File: src/rtl/l2p_pkg.sv
package l2p_pkg;

    localparam int SEGS       = 4;
    localparam int SEG_W      = $clog2(SEGS);
    localparam int WAYS_W     = $clog2(SEGS + 1);
    localparam int CFG_W      = 32;
    localparam int MODE_W     = 3;
    localparam int BIT_INV_D  = 8;
    localparam int BIT_INV_P  = 9;
    localparam int BIT_PRIO   = 31;

    typedef enum logic [MODE_W-1:0] {
        MODE_SRAM = 3'b000,
        MODE_1WAY = 3'b001,
        MODE_2WAY = 3'b010,
        MODE_3WAY = 3'b011,
        MODE_4WAY = 3'b111
    } l2_mode_e;

    typedef struct packed {
        logic     prio_dma;
        l2_mode_e mode;
    } cfg_state_t;

    typedef struct packed {
        logic            inv_d;
        logic            inv_p;
        logic [SEGS-1:0] inv_seg;
    } inv_pulse_t;

    typedef enum logic [1:0] {
        OWN_NONE = 2'd0,
        OWN_CPU  = 2'd1,
        OWN_DMA  = 2'd2
    } owner_e;

    function automatic logic mode_legal(input logic [MODE_W-1:0] code);
        case (code)
            3'b000, 3'b001, 3'b010, 3'b011, 3'b111: return 1'b1;
            default:                                return 1'b0;
        endcase
    endfunction

    function automatic logic [WAYS_W-1:0] mode_ways(input l2_mode_e m);
        case (m)
            MODE_1WAY: return WAYS_W'(1);
            MODE_2WAY: return WAYS_W'(2);
            MODE_3WAY: return WAYS_W'(3);
            MODE_4WAY: return WAYS_W'(4);
            default:   return WAYS_W'(0);
        endcase
    endfunction

    // Segments at or above SEGS-ways are cache ways.
    function automatic logic [SEGS-1:0] cache_mask(input logic [WAYS_W-1:0] ways);
        logic [SEGS-1:0] m;
        for (int s = 0; s < SEGS; s++) begin
            m[s] = (s >= (SEGS - int'(ways)));
        end
        return m;
    endfunction

endpackage

File: src/rtl/l2p_cfg_reg.sv
module l2p_cfg_reg
    import l2p_pkg::*;
(
    input  logic                clk,
    input  logic                rst,
    input  logic                wr_en,
    input  logic [CFG_W-1:0]    wdata,
    output cfg_state_t          cfg_q,
    output inv_pulse_t          pulse_q,
    output logic [CFG_W-1:0]    rdata,
    output logic [WAYS_W-1:0]   ways
);

    logic                 code_ok;
    l2_mode_e             next_mode;
    logic [SEGS-1:0]      old_mask;
    logic [SEGS-1:0]      new_mask;

    assign code_ok   = mode_legal(wdata[MODE_W-1:0]);
    assign next_mode = code_ok ? l2_mode_e'(wdata[MODE_W-1:0]) : cfg_q.mode;
    assign ways      = mode_ways(cfg_q.mode);
    assign old_mask  = cache_mask(ways);
    assign new_mask  = cache_mask(mode_ways(next_mode));

    always_ff @(posedge clk) begin
        if (rst) begin
            cfg_q.prio_dma <= 1'b0;
            cfg_q.mode     <= MODE_SRAM;
            pulse_q        <= '0;
        end else begin
            pulse_q.inv_d   <= wr_en & wdata[BIT_INV_D];
            pulse_q.inv_p   <= wr_en & wdata[BIT_INV_P];
            pulse_q.inv_seg <= wr_en ? (new_mask & ~old_mask) : '0;
            if (wr_en) begin
                cfg_q.prio_dma <= wdata[BIT_PRIO];
                cfg_q.mode     <= next_mode;
            end
        end
    end

    always_comb begin
        rdata                 = '0;
        rdata[BIT_PRIO]       = cfg_q.prio_dma;
        rdata[MODE_W-1:0]     = cfg_q.mode;
    end

    // an illegal code never moves the mode
    a_r3_reserved_kept: assert property (@(posedge clk) disable iff (rst)
        ($past(!rst) && $past(wr_en) && !$past(code_ok)) |-> $stable(cfg_q.mode));

    // a flush pulse only follows a write that set its bit
    a_r5_inv_d_cause: assert property (@(posedge clk) disable iff (rst)
        pulse_q.inv_d |-> ($past(wr_en) && $past(wdata[BIT_INV_D])));
    a_r5_inv_p_cause: assert property (@(posedge clk) disable iff (rst)
        pulse_q.inv_p |-> ($past(wr_en) && $past(wdata[BIT_INV_P])));

    // new-way pulses only after a write, and only for segments now cached
    a_r7_seg_after_write: assert property (@(posedge clk) disable iff (rst)
        (pulse_q.inv_seg != '0) |-> $past(wr_en));
    a_r7_seg_now_cache: assert property (@(posedge clk) disable iff (rst)
        (pulse_q.inv_seg & ~old_mask) == '0);

endmodule

File: src/rtl/l2p_addr_dec.sv
module l2p_addr_dec
    import l2p_pkg::*;
#(
    parameter int ADDR_W = 16
) (
    input  logic                acc_valid,
    input  logic [ADDR_W-1:0]   acc_addr,
    input  logic [WAYS_W-1:0]   ways,
    output logic                ram_hit,
    output logic                seg_err
);

    localparam int SEG_LSB = ADDR_W - SEG_W;

    logic [SEG_W-1:0] seg;
    logic [SEGS-1:0]  way_mask;
    logic             in_cache;

    assign seg      = acc_addr[ADDR_W-1:SEG_LSB];
    assign way_mask = cache_mask(ways);
    assign in_cache = way_mask[seg];
    assign ram_hit  = acc_valid & ~in_cache;
    assign seg_err  = acc_valid &  in_cache;

    // the two outcomes are exclusive and need a valid access
    always_comb begin
        a_r6_exclusive: assert (!(ram_hit && seg_err));
        a_r6_needs_valid: assert (acc_valid || !(ram_hit || seg_err));
    end

endmodule

File: src/rtl/l2p_arb.sv
module l2p_arb
    import l2p_pkg::*;
(
    input  logic clk,
    input  logic rst,
    input  logic prio_dma,
    input  logic cpu_req,
    input  logic dma_req,
    output logic cpu_gnt,
    output logic dma_gnt
);

    owner_e owner_q;
    owner_e owner_d;

    always_comb begin
        owner_d = OWN_NONE;
        if (owner_q == OWN_CPU && cpu_req) begin
            owner_d = OWN_CPU;
        end else if (owner_q == OWN_DMA && dma_req) begin
            owner_d = OWN_DMA;
        end else if (cpu_req && dma_req) begin
            owner_d = prio_dma ? OWN_DMA : OWN_CPU;
        end else if (cpu_req) begin
            owner_d = OWN_CPU;
        end else if (dma_req) begin
            owner_d = OWN_DMA;
        end
    end

    always_ff @(posedge clk) begin
        if (rst) owner_q <= OWN_NONE;
        else     owner_q <= owner_d;
    end

    assign cpu_gnt = (owner_q == OWN_CPU);
    assign dma_gnt = (owner_q == OWN_DMA);

    // one grant at most, each backed by a request
    a_r10_one_grant: assert property (@(posedge clk) disable iff (rst)
        !(cpu_gnt && dma_gnt));
    a_r10_cpu_backed: assert property (@(posedge clk) disable iff (rst)
        cpu_gnt |-> $past(cpu_req));
    a_r10_dma_backed: assert property (@(posedge clk) disable iff (rst)
        dma_gnt |-> $past(dma_req));

    // holder keeps its grant while it requests
    a_r9_hold_cpu: assert property (@(posedge clk) disable iff (rst)
        (cpu_gnt && cpu_req) |=> cpu_gnt);
    a_r9_hold_dma: assert property (@(posedge clk) disable iff (rst)
        (dma_gnt && dma_req) |=> dma_gnt);

endmodule

File: src/rtl/l2p_ctrl.sv
module l2p_ctrl
    import l2p_pkg::*;
#(
    parameter int ADDR_W = 16
) (
    input  logic                clk,
    input  logic                rst,
    input  logic                cfg_wr,
    input  logic [31:0]         cfg_wdata,
    output logic [31:0]         cfg_rdata,
    input  logic                acc_valid,
    input  logic [ADDR_W-1:0]   acc_addr,
    output logic                ram_hit,
    output logic                seg_err,
    output logic [2:0]          ways_en,
    output logic                inv_l1d,
    output logic                inv_l1p,
    output logic [3:0]          inv_l2_seg,
    input  logic                cpu_req,
    input  logic                dma_req,
    output logic                cpu_gnt,
    output logic                dma_gnt
);

    cfg_state_t          cfg_q;
    inv_pulse_t          pulse_q;
    logic [WAYS_W-1:0]   ways;

    l2p_cfg_reg u_cfg (
        .clk     (clk),
        .rst     (rst),
        .wr_en   (cfg_wr),
        .wdata   (cfg_wdata),
        .cfg_q   (cfg_q),
        .pulse_q (pulse_q),
        .rdata   (cfg_rdata),
        .ways    (ways)
    );

    l2p_addr_dec #(.ADDR_W(ADDR_W)) u_dec (
        .acc_valid (acc_valid),
        .acc_addr  (acc_addr),
        .ways      (ways),
        .ram_hit   (ram_hit),
        .seg_err   (seg_err)
    );

    l2p_arb u_arb (
        .clk      (clk),
        .rst      (rst),
        .prio_dma (cfg_q.prio_dma),
        .cpu_req  (cpu_req),
        .dma_req  (dma_req),
        .cpu_gnt  (cpu_gnt),
        .dma_gnt  (dma_gnt)
    );

    assign ways_en    = ways;
    assign inv_l1d    = pulse_q.inv_d;
    assign inv_l1p    = pulse_q.inv_p;
    assign inv_l2_seg = pulse_q.inv_seg;

    // way count never exceeds the segment count
    a_r2_ways_range: assert property (@(posedge clk) disable iff (rst)
        ways_en <= 3'd4);

endmodule

File: config.mk
export PLATFORM = sky130hd
export DESIGN_NAME = l2p_ctrl
export DESIGN_NICKNAME = d
export VERILOG_FILES = /design/src/rtl/l2p_pkg.sv /design/src/rtl/l2p_cfg_reg.sv /design/src/rtl/l2p_addr_dec.sv /design/src/rtl/l2p_arb.sv /design/src/rtl/l2p_ctrl.sv
export SDC_FILE = /design/constraint.sdc
export NUM_CORES = 1
export LEC_CHECK = 0
export BUFFER_PORTS_ARGS = -buffer_cell sky130_fd_sc_hd__buf_2
export CAP_MARGIN = 20
export CORE_ASPECT_RATIO = 0.8
export CORE_MARGIN = 2
export CORE_UTILIZATION = 32
export CTS_CLUSTER_DIAMETER = 30
export DETAILED_ROUTE_END_ITERATION = 16
export PLACE_DENSITY = 0.9
export SKIP_CTS_REPAIR_TIMING = 1
export SLEW_MARGIN = 10
export SYNTH_ARGS = -nofsm -noshare
export SYNTH_HDL_FRONTEND = slang
export SYNTH_SLANG_ARGS = --single-unit
File: constraint.sdc
create_clock -name clk -period 1.96 [get_ports clk]
set_clock_uncertainty 0.05 [all_clocks]
set_input_delay 0.098 -clock clk [delete_from_list [all_inputs] [get_ports clk]]
set_output_delay 0.098 -clock clk [all_outputs]
set_load 0.02 [all_outputs]
======== After elaboration in Yosys (flattened, before gate mapping) ========
Cells that the tools add are included.
cells by class
  bitwise logic cells ..................... 8
  order comparisons ....................... 9
  muxes and demuxes ....................... 12
  add/subtract/negate cells ............... 2
  equality and inequality tests ........... 14
  reductions and logical operators ........ 7
operators with widths
  cell                                                                   count
  3-bit by 32-bit >= comparator with 1-bit output, first input constant  2
  1-bit by 32-bit >= comparator with 1-bit output, first input constant  1
  2-bit by 32-bit >= comparator with 1-bit output, first input constant  1
  3-bit case mux with 4 select lines                                     2
  3-bit by 2-bit equality test with 1-bit output, second input constant  6
  2-bit two-way mux                                                      5
  3-bit by 1-bit equality test with 1-bit output, second input constant  3
  3-bit equality test, second input constant                             3
  3-bit by 4-bit >= comparator with 1-bit output, first input constant   2
  3-bit by 3-bit subtractor with 4-bit output, first input constant      2
  5-bit OR reduction                                                     1
  1-bit AND                                                              4
  4-bit AND                                                              1
  1-bit by 4-bit >= comparator with 1-bit output, first input constant   1
  2-bit by 4-bit >= comparator with 1-bit output, first input constant   1
  4-bit inverter                                                         1
  2-bit OR reduction                                                     2
  1-bit logical AND                                                      3
  3-bit zero test                                                        1
  2-bit by 3-bit < comparator with 1-bit output, second input constant   1
  1-bit two-way mux                                                      3
  3-bit two-way mux                                                      1
  1-bit binary-select mux with 2-bit select                              1
  2-bit by 1-bit equality test with 1-bit output, second input constant  1
  other kinds (2)                                                        3
word-level totals
  output and inout bits ................... 45
  bits of input ports ..................... 54
  word-level logic and storage cells ...... 59
  register bits after elaboration ......... 12

======== Longest topological paths before layout ========
  depth in word-level cells ............... 9
  depth in mapped cells ................... 7
  gate-level depth less buffers ........... 7

======== Modules after synthesis ========
Synthesis repeated with hierarchy kept, for this count alone.
second synthesis, totals
  cells, all modules ...................... 112
  area total of the unflattened synthesis .. 949.7 µm²
modules (own cells, without submodules)
  module        cells each  seq. area each (µm²)  instances  area an instance (µm²)
  l2p_cfg_reg   83          200.2                 1          711.9
  l2p_arb       13          40.0                  1          120.1
  l2p_addr_dec  16          0.0                   1          117.6

======== Worst setup path after synthesis ========
Ideal clock, no wire load.
  path kind ............................... reg2out
  start point ............................. register u_cfg.cfg_q[2] (netlist name)
  end point ............................... output seg_err
  arrival ................................. 1805 ps
  slack ................................... 7 ps
  path buffers ............................ 0
  required time ........................... 1812 ps
  stages on the path, launching flop included .. 8
  cells stage by stage .................... dfxtp_1 inv_1 nand2_1 ha_1 nor4b_1 a211oi_1 a311oi_2 and2_1
on the way
  longest elaborated chain between the ends .. 7
  elaborated cells on any way between the ends .. 13
  classes of those cells .................. add/sub (1); order compare (4); eq/ne (4); mux (3); bitwise (1)
ends and longest elaborated chain
  element                                                                 line                text
  3-bit equality test (tied with other cells)                             l2p_pkg.sv:45       case (m)
  3-bit case mux with 4 select lines (*)                                  l2p_pkg.sv:45
  3-bit by 3-bit subtractor with 4-bit output (*)                         l2p_pkg.sv:58       m[s] = (s >= (SEGS - int'(ways)));
  1-bit by 4-bit >= comparator with 1-bit output (tied with other cells)  l2p_pkg.sv:58
  1-bit binary-select mux with 2-bit select (*)                           l2p_addr_dec.sv:21  assign in_cache = way_mask[seg];
  1-bit two-way mux (not written as such) (*)                             l2p_addr_dec.sv:21
  1-bit AND (*)                                                           l2p_addr_dec.sv:23  assign seg_err = acc_valid & in_cache;
  end, declared                                                           l2p_ctrl.sv:14      output logic seg_err,
Mark *: on every way between the ends. The rest lies on a longest branch, timed or not. The select of a mux whose other input is x is not followed.

======== Worst setup path in the final report ========
  start point ............................. register u_cfg.cfg_q[2] (netlist name)
  end point ............................... output seg_err
on the way
  longest elaborated chain between the ends .. 7
  elaborated cells on any way between the ends .. 13
  classes of those cells .................. add/sub (1); order compare (4); eq/ne (4); mux (3); bitwise (1)
ends and longest elaborated chain
  element                                                                 line
  3-bit equality test (tied with other cells)                             l2p_pkg.sv:45
  3-bit case mux with 4 select lines (*)                                  l2p_pkg.sv:45
  3-bit by 3-bit subtractor with 4-bit output (*)                         l2p_pkg.sv:58
  1-bit by 4-bit >= comparator with 1-bit output (tied with other cells)  l2p_pkg.sv:58
  1-bit binary-select mux with 2-bit select (*)                           l2p_addr_dec.sv:21
  1-bit two-way mux (not written as such) (*)                             l2p_addr_dec.sv:21
  1-bit AND (*)                                                           l2p_addr_dec.sv:23
Marks and branches as above.

==> key figures <==
Status
  • Violated checks: negative hold slack, negative setup slack
  • Outcome: finished with violations

Synthesis
  • Sequential share of the synthesized area: 29.9%
  • Yosys cell types: 30
  • Synth warn: 0
  • Netlist Area Pre-Place: 805 um2
  • Multiplexer area fraction after synthesis: 3.11%
  • Synthesized flop and latch total: 12
  • XOR/XNOR Fraction of Synth Area: 1.09%
  • Largest family of logic cells by synthesized area: buffers and inverters
  • Post-synthesis adder-cell area fraction: 2.80%
  • Simple-gate share of the synthesized area: 16.5%
  • Post-synthesis compound-gate area fraction: 13.5%
  • Cell count after synthesis: 97
  • Synthesized area per cell: 8.29 um2

Worst setup path
  • Crit end category: primary output
  • Critical path class: flop to primary output
  • CP Max Fanout: 3
  • Startpoint Class: flop
  • Reg2reg end: u_cfg.pulse_q[1]
  • Crit path required time: 1.81 ns
  • R2r startpoint: u_cfg.cfg_q[2]
  • Reg2reg path depth: 6
  • R2R setup slack: 0.59 ns
  • Worst Path Arrival: 2.02 ns

CTS
  • H-tree Lvls: 1
  • Worst-path clk slew: 0.07 ns
  • Root Buffer: clkbuf_4
  • CTS tree: built
  • Num CTS Buffers: 3
  • Clk_lat worst skew: 0.27 ns
  • TritonCTS Sinks: 12
  • Worst-case clock buffer depth: 2

STA
  • Worst hold slack: -0.0109 ns
  • Tmin final: 2.17 ns
  • Final Max Tran Viols: 0
  • Fin worst setup slack: -0.210 ns
  • Achievable clock frequency: 461 MHz
  • Final Hold Fails: 1
  • Final Cycle Share: 111%
  • Final setup vio count: 2
  • RSZ-0062 raised after global routing: true

Route
  • Wire per inst: 8.70 um
  • Initial detailed-routing violation count: 11
  • Wirelength, routed: 1.51 mm
  • DR vias: 700
  • Remaining DRCs: 0
  • Final ANT Viol Nets: 0
  • Via density: 4.05
  • 1st-pass router iterations: 4

Power
  • Peak VDD IR: 0.218 mV
  • Pwr per Cell Area: 622 nW/um2
  • P_leak: 0.555 nW

Floorplan
  • Chip width: 60.1 um
  • Cell Rows: 16
  • Starting density of the core: 33.2%
  • Ports: 99
  • Die Height: 48.8 um
  • Core Region: 2420 um2
  • Full die area: 2930 um2

GRT
  • Initial antenna violation count: 0
  • GRT overflow: 0
  • Largest net degree at the start of global routing: 8
  • Total track usage: 10.3%
  • Vias in the first global route: 533
  • First-pass GRT wire length: 2.28 mm

Cells and area
  • Area grow syn2layout: 30.5%
  • Fin area: 1050 um2
  • Share of cells above drive strength 1: 37.2%
  • Number of antenna diodes: 0
  • Most frequent cells in the layout: 29 x buf_2, 28 x conb_1, 11 x dfxtp_1
  • Post-layout nets: 193
  • Most common cell after layout, fill and taps aside: buf_2
  • Layout Cells excl Fill: 173
  • Fill count: 248

Placed design
  • PortBufs: 30
  • Placed cell count: 166
  • GP Congestion: 0.848
  • Placed Area: 921 um2
  • Detailed Place HPWL: 1.16 mm

Hold path
  • Hold Path Depth: 3
  • Hold Crit Start: cfg_wdata[8]
  • Hold Path Class: input port to flop
  • Worst hold endpoint: u_cfg.pulse_q[5]

Run
  • Max-cap violation count: 0
per-stage QoR:
step / total power, mW / setup slack, ns / setup TNS, ns / utilization (%) / hold WS [ns]
final: 0.652 / -0.210 / -0.348 / 43.3 / -0.0109
after global routing: 0.692 / -0.315 / -0.563 / 43.3 / 0.00400
after CTS: 0.635 / -0.270 / -0.457 / 39.5 / -0.0582
after detailed placement: 0.439 / 0.0434 / 0 / 38.0 / 0.239
after global placement: 0.436 / 0.0813 / 0 / 38.0 / 0.236
after floorplan: 0.430 / 0.00666 / 0 / - / 0.117
final cells by class:
cell class	count	area, um2	share of cell area, %
well taps	36	45.0	4.29
repair buffers	40	236	22.5
multi-input cells	73	458	43.6
inverters	8	32.5	3.10
flip-flops and latches	12	241	23.0
clock buffers	4	36.3	3.46
worst max path at each step:
stage	startpoint	end	slack (ns)	cells after the start
floorplan	u_cfg.cfg_q[2]	seg_err	0.007	7
global placement	u_cfg.cfg_q[2]	seg_err	0.08	9
detailed placement	u_cfg.cfg_q[2]	seg_err	0.04	9
CTS	u_cfg.cfg_q[2]	seg_err	-0.27	9
global route	u_cfg.cfg_q[2]	seg_err	-0.31	9
finish	u_cfg.cfg_q[2]	seg_err	-0.21	9
synth_stat cells (all sizes together):
cell     instances  area (um2)
nand2            6        22.5
conb             1        3.75
o21ai            2        10.0
a311oi           1        15.0
nor3             1        5.00
a2111oi          1        8.76
a211oi           2        15.0
clkbuf           1        3.75
nor2b            3        18.8
mux2             1        15.0
buf             30         229
nand2b           4        25.0
a21oi            4        20.0
xnor2            1        8.76
nor4b            1        8.76
ha               1        12.5
nor4             1        6.26
o21bai           1        7.51
mux2i            1        10.0
o211ai           2        15.0
nor2             4        15.0
a221oi           2        17.5
and3             1        6.26
inv              8        30.0
nand3            2        10.0
and2             1        6.26
dfxtp           12         240
and3b            1        8.76
maj3             1        10.0
metal layers:
layer / GRT usage [%] / vias to the layer above / wire length (um)
met2: 16.3 / 40 / 731
met4: 4.44 / 0 / 13
li1: - / 350 / -
met1: 12.3 / 308 / 622
met3: 3.98 / 2 / 137
met5: 0 / - / 0
worst max-delay path, cell delays in order, from the launching register on:
cell	delay, ns
dfxtp_2	0.34
inv_4	0.08
nand2_4	0.06
ha_4	0.24
nor4b_4	0.26
buf_4	0.16
a211oi_4	0.05
a311oi_2	0.26
and2_1	0.18
buf_6	0.12
flip-flops by register name, indices dropped and copies added, names as in the netlist:
name           flops
u_cfg.cfg_q        4
u_cfg.pulse_q      6
u_arb.owner_q      2
cells by family (layout without fill, tap and decap cells):
family	count (synthesis)	count (layout)
compound gates	15	15
xor+xnor	1	1
fa+ha+maj	2	2
buf+inv	39	52
flops	12	12
mux	2	2
other cells	1	28
simple gates	25	25
report_power, final:
| group | internal (mW) | leakage, nW | total [mW] | switching (mW) |
|---|---|---|---|---|
| Combinational | 0.0713 | 0.435 | 0.197 | 0.126 |
| Sequential | 0.255 | 0.0989 | 0.261 | 0.00564 |
| Clock | 0.113 | 0.0210 | 0.194 | 0.0814 |
Note: power is estimated with default switching activity, not from simulation.
